[src/rtl/i2c_watch_pkg.sv]
package i2c_watch_pkg;

    typedef struct packed {
        logic scl_prev;
        logic sda_prev;
        logic start;
        logic stop;
        logic busy;
    } det_state_t;

    localparam int unsigned NUM_TIMERS = 2;
    localparam int unsigned TMR_SCL    = 0;
    localparam int unsigned TMR_START  = 1;

endpackage

[src/rtl/line_sync.sv]
module line_sync #(
    parameter int unsigned LINES  = 2,
    parameter int unsigned STAGES = 2
) (
    input  logic             clk,
    input  logic             rst_n,
    input  logic [LINES-1:0] raw_in,
    output logic [LINES-1:0] sync_out
);

    logic [LINES-1:0][STAGES-1:0] sh_d, sh_q;

    for (genvar i = 0; i < LINES; i++) begin : g_line
        always_comb begin
            sh_d[i] = {sh_q[i][STAGES-2:0], raw_in[i]};
        end

        always_ff @(posedge clk or negedge rst_n) begin
            if (!rst_n) sh_q[i] <= '1;
            else        sh_q[i] <= sh_d[i];
        end

        assign sync_out[i] = sh_q[i][STAGES-1];
    end

endmodule

[src/rtl/cond_detect.sv]
module cond_detect
    import i2c_watch_pkg::*;
(
    input  logic clk,
    input  logic rst_n,
    input  logic enable,
    input  logic scl_s,
    input  logic sda_s,
    output logic start_evt,
    output logic stop_evt,
    output logic busy
);

    det_state_t st_d, st_q;
    logic       scl_hi_both;
    logic       is_start;
    logic       is_stop;

    always_comb begin
        scl_hi_both = st_q.scl_prev & scl_s;
        is_start    = scl_hi_both & st_q.sda_prev & ~sda_s;
        is_stop     = scl_hi_both & ~st_q.sda_prev & sda_s;

        st_d          = st_q;
        st_d.scl_prev = scl_s;
        st_d.sda_prev = sda_s;
        st_d.start    = enable & is_start;
        st_d.stop     = enable & is_stop;
        if (!enable)       st_d.busy = 1'b0;
        else if (is_start) st_d.busy = 1'b1;
        else if (is_stop)  st_d.busy = 1'b0;
    end

    always_ff @(posedge clk or negedge rst_n) begin
        if (!rst_n) st_q <= '{scl_prev: 1'b1, sda_prev: 1'b1, default: 1'b0};
        else        st_q <= st_d;
    end

    assign start_evt = st_q.start;
    assign stop_evt  = st_q.stop;
    assign busy      = st_q.busy;


    off_not_busy_chk: assert property (@(posedge clk) disable iff (!rst_n)
        !enable |=> (!busy && !start_evt && !stop_evt));

    stop_single_chk: assert property (@(posedge clk) disable iff (!rst_n)
        stop_evt |=> !stop_evt);

    stop_clears_chk: assert property (@(posedge clk) disable iff (!rst_n)
        stop_evt |-> !busy);

    start_sets_chk: assert property (@(posedge clk) disable iff (!rst_n)
        start_evt |-> busy);

    scl_low_quiet_chk: assert property (@(posedge clk) disable iff (!rst_n)
        !scl_s |=> (!start_evt && !stop_evt));

endmodule

[src/rtl/idle_timer.sv]
module idle_timer #(
    parameter int unsigned CW = 16
) (
    input  logic          clk,
    input  logic          rst_n,
    input  logic          run,
    input  logic [CW-1:0] limit,
    output logic          fire
);

    typedef struct packed {
        logic [CW-1:0] cnt;
        logic          done;
        logic          fire;
    } tmr_state_t;

    tmr_state_t st_d, st_q;

    always_comb begin
        st_d      = st_q;
        st_d.fire = 1'b0;
        if (!run || limit == '0) begin
            st_d.cnt  = '0;
            st_d.done = 1'b0;
        end else if (st_q.cnt >= limit) begin
            st_d.fire = ~st_q.done;
            st_d.done = 1'b1;
        end else begin
            st_d.cnt = st_q.cnt + 1'b1;
        end
    end

    always_ff @(posedge clk or negedge rst_n) begin
        if (!rst_n) st_q <= '0;
        else        st_q <= st_d;
    end

    assign fire = st_q.fire;


    fire_once_chk: assert property (@(posedge clk) disable iff (!rst_n)
        fire |=> !fire);

    zero_limit_chk: assert property (@(posedge clk) disable iff (!rst_n)
        (limit == '0) |=> !fire);

    idle_clear_chk: assert property (@(posedge clk) disable iff (!rst_n)
        !run |=> (st_q.cnt == '0 && !fire));

endmodule

[src/rtl/i2c_bus_watch.sv]
module i2c_bus_watch
    import i2c_watch_pkg::*;
#(
    parameter int unsigned TW         = 16,
    parameter int unsigned SYNC_DEPTH = 2
) (
    input  logic          clk,
    input  logic          rst_n,
    input  logic          enable,
    input  logic          master_mode,
    input  logic          start_req,
    input  logic [TW-1:0] timeout_lim,
    input  logic          scl_in,
    input  logic          sda_in,
    output logic          scl_level,
    output logic          bus_busy,
    output logic          start_evt,
    output logic          stop_evt,
    output logic          timeout_evt
);

    localparam int unsigned LINES = 2;

    logic [LINES-1:0]      lines_s;
    logic                  scl_s, sda_s;
    logic                  armed;
    logic [NUM_TIMERS-1:0] tmr_run;
    logic [NUM_TIMERS-1:0] tmr_fire;

    line_sync #(.LINES(LINES), .STAGES(SYNC_DEPTH)) i_sync (
        .clk      (clk),
        .rst_n    (rst_n),
        .raw_in   ({sda_in, scl_in}),
        .sync_out (lines_s)
    );

    assign scl_s = lines_s[0];
    assign sda_s = lines_s[1];

    cond_detect i_det (
        .clk       (clk),
        .rst_n     (rst_n),
        .enable    (enable),
        .scl_s     (scl_s),
        .sda_s     (sda_s),
        .start_evt (start_evt),
        .stop_evt  (stop_evt),
        .busy      (bus_busy)
    );

    always_comb begin
        armed               = enable & master_mode;
        tmr_run             = '0;
        tmr_run[TMR_SCL]    = armed & ~scl_s;
        tmr_run[TMR_START]  = armed & start_req & bus_busy;
    end

    for (genvar t = 0; t < NUM_TIMERS; t++) begin : g_tmr
        idle_timer #(.CW(TW)) i_tmr (
            .clk   (clk),
            .rst_n (rst_n),
            .run   (tmr_run[t]),
            .limit (timeout_lim),
            .fire  (tmr_fire[t])
        );
    end

    assign timeout_evt = |tmr_fire;
    assign scl_level   = scl_s;


    slave_no_timeout_chk: assert property (@(posedge clk) disable iff (!rst_n)
        !master_mode |=> !timeout_evt);

    scl_follow_chk: assert property (@(posedge clk) disable iff (!rst_n)
        $rose(scl_level) |-> $past(scl_in, 2));

endmodule

[config.mk]
export PLATFORM = sky130hd
export DESIGN_NAME = i2c_bus_watch
export DESIGN_NICKNAME = d
export VERILOG_FILES = /design/src/rtl/i2c_watch_pkg.sv /design/src/rtl/line_sync.sv /design/src/rtl/cond_detect.sv /design/src/rtl/idle_timer.sv /design/src/rtl/i2c_bus_watch.sv
export SDC_FILE = /design/constraint.sdc
export NUM_CORES = 1
export LEC_CHECK = 0
export BUFFER_PORTS_ARGS = -buffer_cell sky130_fd_sc_hd__buf_4
export CAP_MARGIN = 20
export CORE_ASPECT_RATIO = 2
export CORE_MARGIN = 1.5
export CORE_UTILIZATION = 55
export CTS_CLUSTER_SIZE = 20
export DETAILED_ROUTE_END_ITERATION = 10
export PLACE_DENSITY_LB_ADDON = 0.3
export RECOVER_POWER = 100
export SLEW_MARGIN = 0
export SYNTH_ARGS = -nofsm -noshare
export SYNTH_HDL_FRONTEND = slang
export SYNTH_SLANG_ARGS = --single-unit
export TNS_END_PERCENT = 30
[constraint.sdc]
create_clock -name clk -period 2.97 [get_ports clk]
set_input_delay 0.297 -clock clk [delete_from_list [all_inputs] [get_ports clk]]
set_output_delay 0.297 -clock clk [all_outputs]
set_load 0.02 [all_outputs]
* Word level (Yosys, flattened, before mapping) *
Cells that the tools add are included.

word-level totals
  bits in registers = 45
  bits in latches = 0
  bits in writable memories = 0
  memory bits (read-only) = 0
  output and inout bits = 5
  word-level logic and storage cells = 55
  memories kept = 0

cells by class
  add/subtract/negate cells = 2
  $mul = 0
  divide/modulo/power cells = 0
  order comparisons = 2
  equality and inequality tests = 3
  shifts and indexed selects = 0
  muxes and demuxes = 11
  bitwise logic cells = 16
  reduce and logical (&&, ||, !) cells = 8

operators with widths
  operator                                        count
  two-way mux 17 bit                              2
  adder 16 x 1 -> 16 bit (second input constant)  2
  >= comparator 16 bit                            2
  two-way mux 16 bit                              2
  zero test 16 bit                                1
  AND 1 bit                                       11
  two-way mux 1 bit                               5
  NOT 1 bit                                       5
  two-way mux 2 bit                               2
  != test 2 x 1 -> 1 bit (second input constant)  2
  nonzero test 2 bit                              2
  != test 3 x 1 -> 1 bit (second input constant)  1
  zero test 1 bit                                 2
  logical OR 1 bit                                2
  OR reduction 2 bit                              1

* Depth between registers and ports, before layout *
  depth in word-level cells = 6
  depth in mapped cells = 10

* Modules after synthesis *
A second synthesis with hierarchy kept.

second synthesis, totals
  cell total of the unflattened synthesis = 343
  area, all modules = 3213.1 µm²

by module, submodules not included
  module                       times used  cells an instance  area an instance (µm²)  sequential area each (µm²)
  idle_timer (g_tmr[0].i_tmr)  1           162                1457.6                  450.4
  idle_timer (g_tmr[1].i_tmr)  1           161                1450.1                  450.4
  cond_detect                  1           13                 176.4                   127.6
  line_sync                    1           4                  105.1                   105.1
  i2c_bus_watch                1           3                  23.8                    0.0

* Worst setup path before layout *
Ideal clock, no wire load.

  kind = flip-flop to flip-flop
  from = register g_tmr[0].i_tmr.st_q[2] (netlist bit)
  to = register g_tmr[0].i_tmr.st_q[12] (netlist bit)
  setup time = 0.125 ns
  arrival = 2.300 ns
  required time = 2.845 ns
  path slack = 0.546 ns
  cell stages (with the launch flop) = 9
  cell sequence = dfrtp_1 inv_1 ha_1 nand2b_4 a2111o_1 a31oi_4 o21ai_1 nor4_1 mux2_2

between the ends
  cells in the longest elaborated chain, start to end = 3
  elaborated cells between the ends (all ways) = 5
  classes of those cells = 1 x add/sub; 1 x order compare; 1 x eq/ne; 2 x mux

ends and longest elaborated chain
  what                    line              RTL
  start, declared         idle_timer.sv:17  tmr_state_t st_d, st_q;
  start signal, assigned  idle_timer.sv:35  else st_q <= st_d;
  adder 16 x 1 -> 16 bit  idle_timer.sv:29  st_d.cnt = st_q.cnt + 1'b1;
  two-way mux 16 bit      idle_timer.sv:25  end else if (st_q.cnt >= limit) begin
  two-way mux 17 bit      idle_timer.sv:22  if (!run || limit == '0) begin

Several ways; a longest one is shown, not always the timed one. The select of a mux whose other input is x is not followed.
A chain may end at the register's enable or synchronous reset.

* Worst setup path after layout *
  from = register g_tmr[0].i_tmr.st_q[2] (netlist bit)
  to = register g_tmr[0].i_tmr.st_q[15] (netlist bit)

Same word-level chain as after synthesis.

==> flow_summary_export.csv <==
group,metric,value,unit
floorplan,dieArea,5740,um2
layout,area_delta_synth_final,10.7,%
sta,finalCritPeriodShare,92.2,%
layout,multi_input_area,1630,um2
layout,diodes,0,
clocking,cts_hold_buf,0,
synth,synthCells,301,
sta,tightestPinTransition,2.43,ns
grt,track_usage,24.9,%
sta,max_freq,365,MHz
routing,drt.antenna.violating_nets,0,
clocking,cts_buffers,5,
layout,final_nets,390,
setup_path,critPathArrivalTime,2.97,ns
sta,fin_setup_tns,0,ns
routing,wirelength,6.42,mm
synth,synth_seq_area_share,39.1,%
sta,drv_slew,46,
routing,wl_per_cell,16.4,um
setup_path,end_kind,"flip-flop",
floorplan,core_region_area,5090,um2
setup_path,critical-path-max-stage-delay,0.59,ns
synth,synth-async-reset-ratio,100,%
floorplan,start_util,57.0,%
setup_path,path_class,"flip-flop to flip-flop",
synth,syn_nets,358,
layout,drive_gt1_share,12.0,%
power_and_ir_drop,power.density,348,nW/um2
routing,drt_iter0_drc,64,
synth,synth_ff_type,"dfrtp_1",
clocking,numClockSinks,45,
sta,clock_skew,0.00999,ns
setup_path,crit_fanout,6,
grt,antenna_found_initial,0,
layout,regArea,1130,um2
clocking,cts_tree,"built",
power_and_ir_drop,cellLeakagePower,1.47,nW
clocking,ctsResizeCount,0,
clocking,clockRootBuffer,"clkbuf_8",
clocking,clk_latency,0.30,ns
placement,place.gp.congestion,0.864,
sta,final.min_clock_period,2.74,ns
setup_path,r2r-start,"g_tmr[0].i_tmr.st_q[2]",
routing,viasPerCell,6.16,
synth,yosys-mux-area-fraction,1.81,%
status,status,"finished, violations left",
sta,setup_slack,0.232,ns
placement,port_buffers,27,
sta,hold_viol_final,0,
floorplan,top_level_ports,28,
grt,gr-total-overflow,0,
routing,firstDrtPassIters,4,
setup_path,crit_required,3.20,ns
clocking,htree_levels,2,
synth,ys_warn_count,0,
synth,yosys.area_share.simple,19.5,%
synth,synth_cell_types,48,
clocking,clk_path_buf_depth,2,
synth,synth_edf_count,0,
status,violations,"capacitance limit, slew limit",
floorplan,die_h,106,um
setup_path,crit_path_start_kind,"flip-flop",
grt,grt_pass1_wl,10.5,mm
sta,slew_headroom,-62.0,%
clocking,post-cts-setup-buffer-count,0,
synth,synth.avg_cell_area,9.64,um2
layout,fillCellCount,452,
synth,synth_compound_gate_area_share,17.1,%
routing,vias,2413,
sta,rsz0062_at_grt,"no",
synth,netlist_area,2900,um2
placement,hpwl,4.98,mm
clocking,clk_pin_slew,0.08,ns
synth,synth_xor_area_share,3.93,%
floorplan,fp.dieW,54.4,um
placement,dp_slack,0.245,ns
layout,layout_commonest_cell,"dfrtp_1",
worst_hold_path,min_from,"scl_in",
synth,synthAdderAreaFrac,14.7,%
layout,final_cell_mix,"dfrtp_1, ha_1, nor2_1",
sta,finalSetupViolations,0,
floorplan,rows,37,
job,maxCapViolCount,1,
grt,grt_pass1_vias,2353,
grt,grt_max_degree,46,
synth,synth_top_family_by_area,"simple AND/OR/NAND/NOR gates",
power_and_ir_drop,irDropWorstVdd,0.303,mV
synth,ys_ff_latch,45,
worst_hold_path,hp-class,"input port to flip-flop",
setup_path,slowest_stage,"or4_1",
routing,route.detailed.drc,0,
setup_path,crit_chain,"inv_1 > ha_1 > nand2b_1 > a2111o_1 > a31oi_4 > o21ai_0 > or4_1 > a21oi_1",
setup_path,startpoint,"g_tmr[0].i_tmr.st_q[2]",
[routing by layer]
layer	vias to the layer above	wire length (um)	global-route usage (%)
met5	-	0	0
met4	0	259	12.0
met3	16	111	2.69
met2	37	3540	45.0
met1	1195	2510	26.5
li1	1165	-	-
[critical path: cells and delay by family (launching register included)]
family / cells / cell delay [ns]
AOI/OAI and AO/OA: 4 / 1.21
and+or+nand+nor: 2 / 0.73
DFF: 1 / 0.40
adders and majority gates: 1 / 0.22
buffers and inverters: 1 / 0.10
[stage by stage]
stage	instance area (um2)	cells	total power [mW]	utilization, %	hold WS, ns
after global routing	3210	392	1.17	63.1	0.0926
after CTS	3260	392	1.14	64.1	0.00800
after global placement	3170	384	0.736	62.3	0.333
final	3210	392	1.12	63.1	0.109
after floorplan	2900	301	0.684	-	0.00141
after detailed placement	3170	384	0.739	62.3	0.335
[synth_stat cells, types with 3 or more instances]
library cell	count	area, um2
nor2_1	33	124
or3_1	7	43.8
nand2b_1	3	18.8
dfrtp_1	39	976
a211oi_1	4	30.0
mux2i_1	3	30.0
nand2_1	17	63.8
o2111ai_1	3	26.3
o21ai_0	12	60.1
o31ai_1	5	37.5
or4_1	7	52.6
ha_1	34	425
nor3b_1	4	30.0
xor2_1	11	96.3
nand4_1	7	43.8
o211ai_1	10	75.1
and3_1	3	18.8
nor4_1	7	43.8
dfstp_2	6	158
nand3_1	9	45.0
a21oi_1	18	90.1
a21o_1	4	30.0
inv_1	22	82.6
[registers in the layout (all words and copies together), names as in the netlist]
signal / flops
i_det.start_evt: 1
i_sync.sh_d: 2
i_det.stop_evt: 1
i_det.st_q: 2
i_sync.sync_out: 2
g_tmr.i_tmr.st_q: 34
i_det.busy: 1
g_tmr.i_tmr.fire: 2
[path summary, 6_finish.rpt]
check	to	slack [ns]	cells past startpoint
max	g_tmr[0].i_tmr.st_q[15]	0.23	8
min	i_sync.sh_d[1]	0.11	1
max reg2reg	g_tmr[0].i_tmr.st_q[15]	0.23	8
min reg2reg	i_sync.sync_out[0]	0.36	0
max in group asynchronous	g_tmr[1].i_tmr.st_q[11]	0.85	1
min in group asynchronous	g_tmr[0].i_tmr.st_q[7]	0.73	1
[cell type report]
class | instances | share of cell area [%]
sequential | 45 | 35.3
inverter | 22 | 2.57
multi-input combinational | 228 | 50.9
clock buffer | 8 | 2.80
timing repair buffer | 31 | 6.19
tap | 58 | 2.26
[logic make-up (layout without fill, tap and decap cells)]
| kind of cell | Yosys count | count (layout) |
|---|---|---|
| XOR/XNOR | 13 | 13 |
| flip-flops | 45 | 45 |
| AO/OA/AOI/OAI | 69 | 69 |
| adder cells (fa/ha/maj) | 34 | 34 |
| AND/OR/NAND/NOR | 107 | 107 |
| buffers and inverters | 28 | 61 |
| multiplexers | 5 | 5 |
[where the power goes]
part	internal (mW)	total (mW)	switching, mW
Combinational	0.0382	0.0941	0.0559
Sequential	0.621	0.626	0.00509
Clock	0.190	0.397	0.207
No activity file was read; power rests on OpenSTA's default activity.
